File: src/rtl/trap_ret_pkg.sv
package trap_ret_pkg;

   typedef enum logic [1:0] {
      RET_NONE  = 2'd0,
      RET_USER  = 2'd1,
      RET_SUPER = 2'd2,
      RET_MACH  = 2'd3
   } ret_kind_e;

   localparam int unsigned N_KINDS = 3;

   // fixed fields of a return word
   localparam logic [6:0] OPC_SYSTEM = 7'b1110011;
   localparam logic [4:0] RS2_RETSEL = 5'b00010;

   // status word bit positions (decoded by neighbouring CSR logic)
   localparam int unsigned ST_UIE     = 0;
   localparam int unsigned ST_SIE     = 1;
   localparam int unsigned ST_MIE     = 3;
   localparam int unsigned ST_UPIE    = 4;
   localparam int unsigned ST_SPIE    = 5;
   localparam int unsigned ST_MPIE    = 7;
   localparam int unsigned ST_SPP     = 8;
   localparam int unsigned ST_MPP_LO  = 11;
   localparam int unsigned ST_MPP_HI  = 12;
   localparam int unsigned ST_MIN_W   = ST_MPP_HI + 1;

   localparam logic [1:0] PRIV_USER  = 2'd0;
   localparam logic [1:0] PRIV_MACH  = 2'd3;

   // upper-field code per kind index (0 user, 1 super, 2 machine)
   function automatic logic [6:0] kind_code(input int unsigned idx);
      case (idx)
         0:       kind_code = 7'b0000000;
         1:       kind_code = 7'b0001000;
         default: kind_code = 7'b0011000;
      endcase
   endfunction

endpackage

File: src/rtl/trap_ret_decode.sv
module trap_ret_decode
   import trap_ret_pkg::*;
#(
   parameter int unsigned ILEN = 32
) (
   input  logic            valid,
   input  logic [ILEN-1:0] word,
   output ret_kind_e       kind
);

   if (ILEN != 32) begin : g_ilen_bad
      $error("trap_ret_decode: ILEN must be 32");
   end

   logic             base_ok;
   logic [N_KINDS-1:0] hit;

   // fixed fields
   assign base_ok = valid
                 && (word[6:0]   == OPC_SYSTEM)
                 && (word[11:7]  == 5'd0)
                 && (word[14:12] == 3'd0)
                 && (word[19:15] == 5'd0)
                 && (word[24:20] == RS2_RETSEL);

   for (genvar gi = 0; gi < N_KINDS; gi++) begin : g_kind
      assign hit[gi] = base_ok && (word[31:25] == kind_code(gi));
   end

   always_comb begin
      kind = RET_NONE;
      if (hit[2])      kind = RET_MACH;
      else if (hit[1]) kind = RET_SUPER;
      else if (hit[0]) kind = RET_USER;
   end

endmodule

File: src/rtl/trap_ret_status.sv
module trap_ret_status
   import trap_ret_pkg::*;
#(
   parameter int unsigned XLEN = 32
) (
   input  ret_kind_e        kind,
   input  logic [XLEN-1:0]  stat_in,
   output logic [XLEN-1:0]  stat_out,
   output logic [1:0]       new_priv
);

   if (XLEN < ST_MIN_W) begin : g_xlen_bad
      $error("trap_ret_status: XLEN too narrow for status fields");
   end

   always_comb begin
      stat_out = stat_in;
      new_priv = PRIV_USER;
      case (kind)
         RET_MACH: begin
            new_priv                      = stat_in[ST_MPP_HI:ST_MPP_LO];
            stat_out[ST_MPP_HI:ST_MPP_LO] = 2'b00;
            stat_out[ST_MIE]              = stat_in[ST_MPIE];
         end
         RET_SUPER: begin
            new_priv          = {1'b0, stat_in[ST_SPP]};
            stat_out[ST_SPP]  = 1'b0;
            stat_out[ST_SIE]  = stat_in[ST_SPIE];
         end
         RET_USER: begin
            new_priv          = PRIV_USER;
            stat_out[ST_UIE]  = stat_in[ST_UPIE];
         end
         default: begin
            new_priv = PRIV_USER;
         end
      endcase
   end

endmodule

File: src/rtl/trap_ret_unit.sv
module trap_ret_unit
   import trap_ret_pkg::*;
#(
   parameter int unsigned XLEN = 32,
   parameter int unsigned ILEN = 32
) (
   input  logic            clk,
   input  logic            rst_n,
   input  logic            ins_valid,
   input  logic [ILEN-1:0] ins_word,
   input  logic [XLEN-1:0] stat_rdata,
   input  logic [1:0]      priv_rdata,
   input  logic [XLEN-1:0] epc_user,
   input  logic [XLEN-1:0] epc_super,
   input  logic [XLEN-1:0] epc_mach,
   output logic            redir_valid,
   output logic [XLEN-1:0] redir_pc,
   output logic            ustat_we,
   output logic            sstat_we,
   output logic            mstat_we,
   output logic [XLEN-1:0] stat_wdata,
   output logic            priv_we,
   output logic [1:0]      priv_wdata,
   output logic            ctx_switch
);

   localparam int unsigned N_VIEWS = 3;

   ret_kind_e       kind;
   logic [XLEN-1:0] stat_nxt;
   logic [1:0]      priv_nxt;
   logic [XLEN-1:0] pc_nxt;
   logic            is_ret;
   logic            priv_diff;

   trap_ret_decode #(.ILEN(ILEN)) i_decode (
      .valid (ins_valid),
      .word  (ins_word),
      .kind  (kind)
   );

   trap_ret_status #(.XLEN(XLEN)) i_status (
      .kind     (kind),
      .stat_in  (stat_rdata),
      .stat_out (stat_nxt),
      .new_priv (priv_nxt)
   );

   assign is_ret    = (kind != RET_NONE);
   assign priv_diff = is_ret && (priv_nxt != priv_rdata);

   always_comb begin
      case (kind)
         RET_MACH:  pc_nxt = epc_mach;
         RET_SUPER: pc_nxt = epc_super;
         default:   pc_nxt = epc_user;
      endcase
   end

   // data path registers
   always_ff @(posedge clk or negedge rst_n) begin
      if (!rst_n) begin
         redir_valid <= 1'b0;
         redir_pc    <= '0;
         stat_wdata  <= '0;
         priv_we     <= 1'b0;
         priv_wdata  <= PRIV_MACH;
         ctx_switch  <= 1'b0;
      end else begin
         redir_valid <= is_ret;
         priv_we     <= priv_diff;
         ctx_switch  <= priv_diff;
         if (is_ret) begin
            redir_pc   <= pc_nxt;
            stat_wdata <= stat_nxt;
            priv_wdata <= priv_nxt;
         end
      end
   end

   // one write-enable flop per status view
   logic [N_VIEWS-1:0] view_we_q;
   for (genvar gv = 0; gv < N_VIEWS; gv++) begin : g_view
      always_ff @(posedge clk or negedge rst_n) begin
         if (!rst_n) view_we_q[gv] <= 1'b0;
         else        view_we_q[gv] <= is_ret;
      end
   end

   assign ustat_we = view_we_q[0];
   assign sstat_we = view_we_q[1];
   assign mstat_we = view_we_q[2];


   nomatch_quiet_chk: assert property (@(posedge clk) disable iff (!rst_n)
      (kind == RET_NONE) |=> !(redir_valid || priv_we || ctx_switch
                               || ustat_we || sstat_we || mstat_we));


   pulse_src_chk: assert property (@(posedge clk) disable iff (!rst_n)
      redir_valid |-> $past(ins_valid));


   views_chk: assert property (@(posedge clk) disable iff (!rst_n)
      redir_valid |-> (ustat_we && sstat_we && mstat_we));


   ctx_change_chk: assert property (@(posedge clk) disable iff (!rst_n)
      ctx_switch |-> (redir_valid && priv_we && (priv_wdata != $past(priv_rdata))));


   ctx_same_chk: assert property (@(posedge clk) disable iff (!rst_n)
      (redir_valid && (priv_wdata == $past(priv_rdata))) |-> !ctx_switch);


   mach_fields_chk: assert property (@(posedge clk) disable iff (!rst_n)
      ($past(kind) == RET_MACH && redir_valid) |->
         (stat_wdata[ST_MPP_HI:ST_MPP_LO] == 2'b00
          && stat_wdata[ST_MIE] == $past(stat_rdata[ST_MPIE])));


   pie_keep_chk: assert property (@(posedge clk) disable iff (!rst_n)
      redir_valid |-> (stat_wdata[ST_MPIE] == $past(stat_rdata[ST_MPIE])
                       && stat_wdata[ST_SPIE] == $past(stat_rdata[ST_SPIE])
                       && stat_wdata[ST_UPIE] == $past(stat_rdata[ST_UPIE])));

endmodule

File: config.mk
export PLATFORM = sky130hd
export DESIGN_NAME = trap_ret_unit
export DESIGN_NICKNAME = d
export VERILOG_FILES = /design/src/rtl/trap_ret_pkg.sv /design/src/rtl/trap_ret_decode.sv /design/src/rtl/trap_ret_status.sv /design/src/rtl/trap_ret_unit.sv
export SDC_FILE = /design/constraint.sdc
export NUM_CORES = 1
export LEC_CHECK = 0
export BUFFER_PORTS_ARGS = -buffer_cell sky130_fd_sc_hd__clkbuf_2
export CAP_MARGIN = 10
export CORE_MARGIN = 2
export CORE_UTILIZATION = 40
export CTS_BUF_LIST = sky130_fd_sc_hd__clkbuf_8
export DETAILED_ROUTE_END_ITERATION = 12
export GPL_ROUTABILITY_DRIVEN = 1
export HOLD_SLACK_MARGIN = 0.15
export PLACE_DENSITY = 0.76
export SYNTH_ARGS = -nofsm -noshare
export SYNTH_HDL_FRONTEND = slang
export SYNTH_SLANG_ARGS = --single-unit
File: constraint.sdc
create_clock -name clk -period 0.9 [get_ports clk]
set_input_delay 0.18 -clock clk [delete_from_list [all_inputs] [get_ports clk]]
set_output_delay 0.18 -clock clk [all_outputs]
set_load 0.005 [all_outputs]
==> results.md, run 1 <==
* CORE AREA at 0.00924 mm2
* Die W at 102 um
* CTS tree: yes
* Violated checks: negative setup slack
* Pwr Density at approximately 1000 mW/mm2
* Synth warnings at 0
* Synth cell types at 41
* P_leak at 0.00347 uW
* Worst VDD drop at 0.876 mV
* Drt pass-1 iters at 4
* Rows at 35
* Worst setup margin at -0.805 ns
* Hold Fails Final Rpt at 0
* # IOs at about 240
* Routability cong. at roughly 0.86
* Crit start category: input port
* Port Buffers at 236
* Clock Sinks at 68
* Period utilization at 189%
* FF-to-FF path depth at 4
* Vias/cell at between 5 and 6
* CP Capture Type: register
* Vias at 4111
* Final core utilization at between 70% and 80%
* WL/cell at 18.1 um
* Synthesized flop and latch total at 68
* Initial Util at 41.2%
* Top_reg_cell synth: dfrtp_1
* Die Footprint at between 0.01 and 0.015 mm2
* HPWL Detailed at 8570 um
* Total CTS buffers at 9
* Pre-CTS setup slack at -1.26 ns
* Worst hold path depth at 3
* Crit Path Class: input port to register
* Worst path cell trace: clkbuf_2, or4b_4, nor3_4, and3_4, o21ai_4, clkinv_4, buf_12, mux2_4
* Ranking of synthesized cells by area: dfrtp_1, mux2i_1, a221oi_1
* Nets at 820
* Synth top area share at 43.4%
* Layout cell share with drive strength beyond 1 at 63.2%
* Post-synth EDFFs at 0
* Setup violators final at 140
* Max Cap Violations at 0
* Fill cells at 631
* Antenna diode count at 0
* RSZ-0062 raised after global routing: yes
* Post-Route WL at 14300 um
* Crit-path leading delay family: simple AND/OR/NAND/NOR gates
* Post-route DRC violation count at 0
* Worst path bufs/invs at 3
* Final Slew Violations at 0
* Vias in the first global route at 4255
* Area growth syn-to-layout at 73.1%
* Clk buf depth at 2
* Post-Syn Instances at 338
* Slew @ Worst Pin at approximately 0.61 ns
* WP data required at 1.13 ns
* Tmin final at 1.70 ns
* Ys async rst share at 100%
* Remaining global-route overflow at 0
* Slew HR at 59.5%
* Die height at 102 um
* Root buffer cell: clkbuf_8
* Max Freq at between 500 and 600 MHz
* Initial antenna violation count at 0
* Synthesized Nets at 503
* Syn avg cell area at 11.3 um2
* Post-DRT Antenna Nets at 0
* GRT Util Overall at 25.6%
* H-tree Lvls at 3
* Area of the multi-input gates at 0.00229 mm2
* Clock latency on the worst-skew pair at 0.33 ns
* Outcome: finished, violations left
* Initial DRC Count at between 150 and 200
* Largest net degree at the start of global routing at 69
* CP Max Fanout at 4
* Clk_skew at 0 ns
* Reg area at between 0.0015 and 0.002 mm2
* Seq/Total Area, Yosys at 44.8%
* Global-route wire length before repair at 20700 um
* Critical Path Slowest Stage Cell: or4b_4
* Worst Hold Class: input port to register
* Mapped Area at between 0.003 and 0.004 mm2
* Worst-path clk slew at 0.09 ns
* Overall Power at 6840 uW
* Most frequent cells after synthesis: dfrtp_1, nor2_1, mux2i_1
* Largest incremental delay on the critical path at 0.55 ns
* Worst EP arrival at 1.94 ns
* Critical path depth at 8
* Top-count cell post-synth: dfrtp_1
* Leading area contributor after synthesis: dfrtp_1
cell usage in the layout (no fill, tap or decap), drive strengths merged:
cell type and count:
a21oi 2, or4 1, dfrtp 66, dfstp 2, or4b 2, and3 1, a221oi 32, a22oi 1
o2bb2ai 1, and4 2, nor3 1, clkinvlp 2, a22o 3, dlygate4sd3 27, nand4b 2, mux2i 34
xor2 1, o21ai 1, o31ai 32, nor4bb 1, nand3 2, o32ai 1, clkinv 4, nor4 2
a311oi 2, buf 81, inv 5, a32oi 1, clkbuf 239, bufinv 1, nand2b 32, o311ai 1
nor2 39, nand2 5, mux2 31
tightest hold or removal path: stages:
cell      delay (ns)
clkbuf_2        0.08
mux2i_1         0.11
a221oi_1        0.09
cell type report:
| class | instances | share of cell area (%) |
|---|---|---|
| clock inverter | 7 | 1.25 |
| timing repair inverter | 1 | 0.133 |
| inverter | 4 | 0.418 |
| timing repair buffer | 338 | 33.3 |
| multi-input combinational | 233 | 34.7 |
| sequential | 68 | 25.9 |
| tap | 129 | 2.45 |
| clock buffer | 9 | 1.88 |
where the power goes:
part	internal (uW)	switching (uW)	total (uW)
Clock	1320	1350	2680
Combinational	565	552	1120
Sequential	3050	0.00260	3050
Total	4940	1900	6840
layer usage:
metal | track usage [%] | share of wire (%) | vias up
met5 | 0 | 0 | -
met4 | 8.00 | 1.5 | 0
met3 | 6.63 | 7.3 | 25
met2 | 45.5 | 52 | 212
met1 | 30.2 | 39 | 1971
li1 | - | - | 1903
stage by stage:
| stage | cells | hold slack [ns] | cell area [um2] | TNS (ns) |
|---|---|---|---|---|
| floorplan | 338 | -0.116 | 3830 | -59.58 |
| global placement | 702 | 0.221 | 5260 | -75.15 |
| detailed placement | 702 | 0.227 | 5260 | -78.01 |
| CTS | 774 | 0.153 | 6220 | -55.20 |
| global route | 789 | 0.150 | 6580 | -62.68 |
| finish | 789 | 0.168 | 6580 | -59.24 |
registers in the layout, summed over array words and instances, names as in the netlist:
signal and flops:
priv_wdata 2, redir_pc 32, ctx_switch 1, stat_wdata 32, sstat_we 1
timing repair:
item | CTS | global route
setup endpoints to repair | 140 | 140
hold buffers | 27 | 0
gates cloned | 1 | 0
endpoints found under the hold margin | 94 | 0
resized for setup | 55 | 42
setup buffers | 32 | 15
pin swaps | 4 | 2
final timing paths:
kind                       slack (ns)        endpoint           from
max reg2reg                     -0.16    redir_pc[29]   redir_pc[29]
max                             -0.80  stat_wdata[21]   ins_word[20]
min                              0.17     redir_pc[3]   epc_super[3]
max in group asynchronous        0.15   priv_wdata[0]          rst_n
min in group asynchronous        0.40   stat_wdata[4]          rst_n
min reg2reg                      0.51   priv_wdata[1]  priv_wdata[1]
cell families (layout without fill, tap and decap cells):
logic type	Yosys count	after routing	share of synthesized area, %
AND/OR/NAND/NOR	90	90	13.1
multiplexers	65	65	19.8
buffers and inverters	37	359	5.40
flip-flops	68	68	44.8
XOR/XNOR	1	1	0.230
AO/OA/AOI/OAI	77	77	16.6
No activity file was read; power rests on OpenSTA's default activity.
==> inputs of run 2 (changes only) <==
- CORE_ASPECT_RATIO: default -> 0.6
- CORE_UTILIZATION: 40 -> 45
- PLACE_DENSITY: 0.76 -> 0.84
- RECOVER_POWER: default -> 100
==> results.md, run 2 (synthesized netlist as in run 1, its figures left out) <==
* CP Capture Type: register
* Worst EP arrival at 1.83 ns
* Root buffer cell: clkbuf_8
* Int Pwr at 4920 uW
* Sequential power share at between 40% and 50%
* RSZ-0062 raised after global routing: yes
* CP Max Fanout at 19
* Die Footprint at 0.00923 mm2
* Vias at between 4000 and 5000
* Slew @ Worst Pin at 0.454 ns
* WL/cell at 19.3 um
* Global-route wire length before repair at 20200 um
* Total CTS buffers at 9
* Post-Route WL at 14900 um
* Initial antenna violation count at 0
* Worst-path clk slew at 0.08 ns
* Setup violators final at 140
* Largest net degree at the start of global routing at 38
* Slew HR at 69.7%
* Finished Layout Cells at 773
* Worst setup margin at -0.730 ns
* Combinational share of power at about 16%
* CTS tree: yes
* Switching Fraction at 26.7%
* Switching power at 1790 uW
* Vias in the first global route at 4173
* Max Freq at 614 MHz
* Clock latency on the worst-skew pair at 0.33 ns
* Routability cong. at 0.835
* Crit Path Class: input port to register
* Remaining global-route overflow at 0
* Most frequent cells in the layout: clkbuf_2, buf_4, dfrtp_1, nor2_1, mux2i_1
* Initial DRC Count at 245
* Vias/cell at around 5.5
* Pre-CTS setup slack at -1.22 ns
* Clock network power share at a little under two fifths
* Smallest hold slack at 0.164 ns
* Commonest non-fill, non-tap cell in the layout: clkbuf_2
* Initial Util at 47.3%
* Layout cell share with drive strength beyond 1 at 61.7%
* Port Buffers at 236
* Max Cap Violations at 0
* P_leak at 0.00348 uW
* Area of the multi-input gates at about 0.0022 mm2
* Drt pass-1 iters at 4
* Post-DRT Antenna Nets at 0
* Regs by FF count: redir_pc: 32 flops, stat_wdata: 32 flops, priv_wdata: 2 flops
* Worst VDD drop at 0.856 mV
* GRT Util Overall at around 29%
* Fill cells at 501
* Die W at 123 um
* Clk buf depth at 2
* Rows at 25
* Antenna diode count at 0
* Placed cells at 679
* Period utilization at 181%
* Reg area at 0.00170 mm2
* WP data required at 1.10 ns
* CORE AREA at 0.00804 mm2
* # IOs at 237
* Worst Hold Class: input port to register
* Post-route DRC violation count at 0
* Crit start category: input port
* HPWL Detailed at 9070 um
* Tmin final at between 1.5 and 2 ns
* Outcome: finished, violations left
* Overall Power at approximately 6700 uW
* Area growth syn-to-layout at 70.7%
* Final Slew Violations at 0
* Nets at 825
* Hold Fails Final Rpt at 0
* Violated checks: negative setup slack
* Pwr Density at 1030 mW/mm2
* Clk_skew at 0 ns
* Clock Sinks at 68
* H-tree Lvls at 3
* Die height at 75.2 um
run 2: worst max-delay path, stage by stage:
cell,delay [ns]
buf_6,0.09
or4b_4,0.53
nor3_4,0.18
buf_4,0.15
nand3_4,0.13
buf_12,0.20
o31ai_1,0.24
a221oi_1,0.13
run 2: area by class of cell:
type                    instances  area share, %
multi-input cells             233           33.8
inverters                       4          0.424
flip-flops and latches         68           26.3
repair buffers                343           34.3
repair inverters                1          0.135
clock buffers                   9           1.91
well taps                     108           2.08
clock inverters                 7           1.14
run 2: path summary, 6_finish.rpt:
check | startpoint | to | slack [ns] | depth (start not counted)
max | ins_word[20] | redir_pc[4] | -0.73 | 8
min | epc_super[17] | redir_pc[17] | 0.16 | 3
max reg2reg | redir_pc[22] | redir_pc[22] | -0.17 | 4
min reg2reg | priv_wdata[1] | priv_wdata[1] | 0.51 | 2
max in group asynchronous | rst_n | redir_pc[15] | 0.13 | 3
min in group asynchronous | rst_n | stat_wdata[3] | 0.44 | 3
run 2: routing by layer:
metal,track usage [%],routed length (um)
met1,32.9,5580
met2,52.7,7990
met3,6.14,963
met4,11.4,415
met5,0,0
run 2: power groups by stage:
stage	sequential (uW)	combinational, uW	clock, uW
6_report	3050	1100	2560
3_5_place_dp	3110	895	0
2_1_floorplan	3110	320	0
4_1_cts	3050	1010	2570
3_3_place_gp	3110	861	0
5_1_grt	3050	1190	2710
run 2: timing repair:
item / CTS / global route
hold buffers: 28 / 0
endpoints found under the hold margin: 96 / 0
gates resized for setup: 22 / 51
setup buffers: 29 / 20
gates cloned: 1 / 2
endpoints found under the setup margin: 140 / 140
run 2: stage by stage:
step	instance area [um2]	TNS, ns	util [%]
global route	6490	-61.13	80.7
finish	6490	-55.69	80.7
floorplan	3830	-59.58	-
detailed placement	5250	-75.34	65.3
CTS	6030	-53.75	75.1
global placement	5250	-72.18	65.3
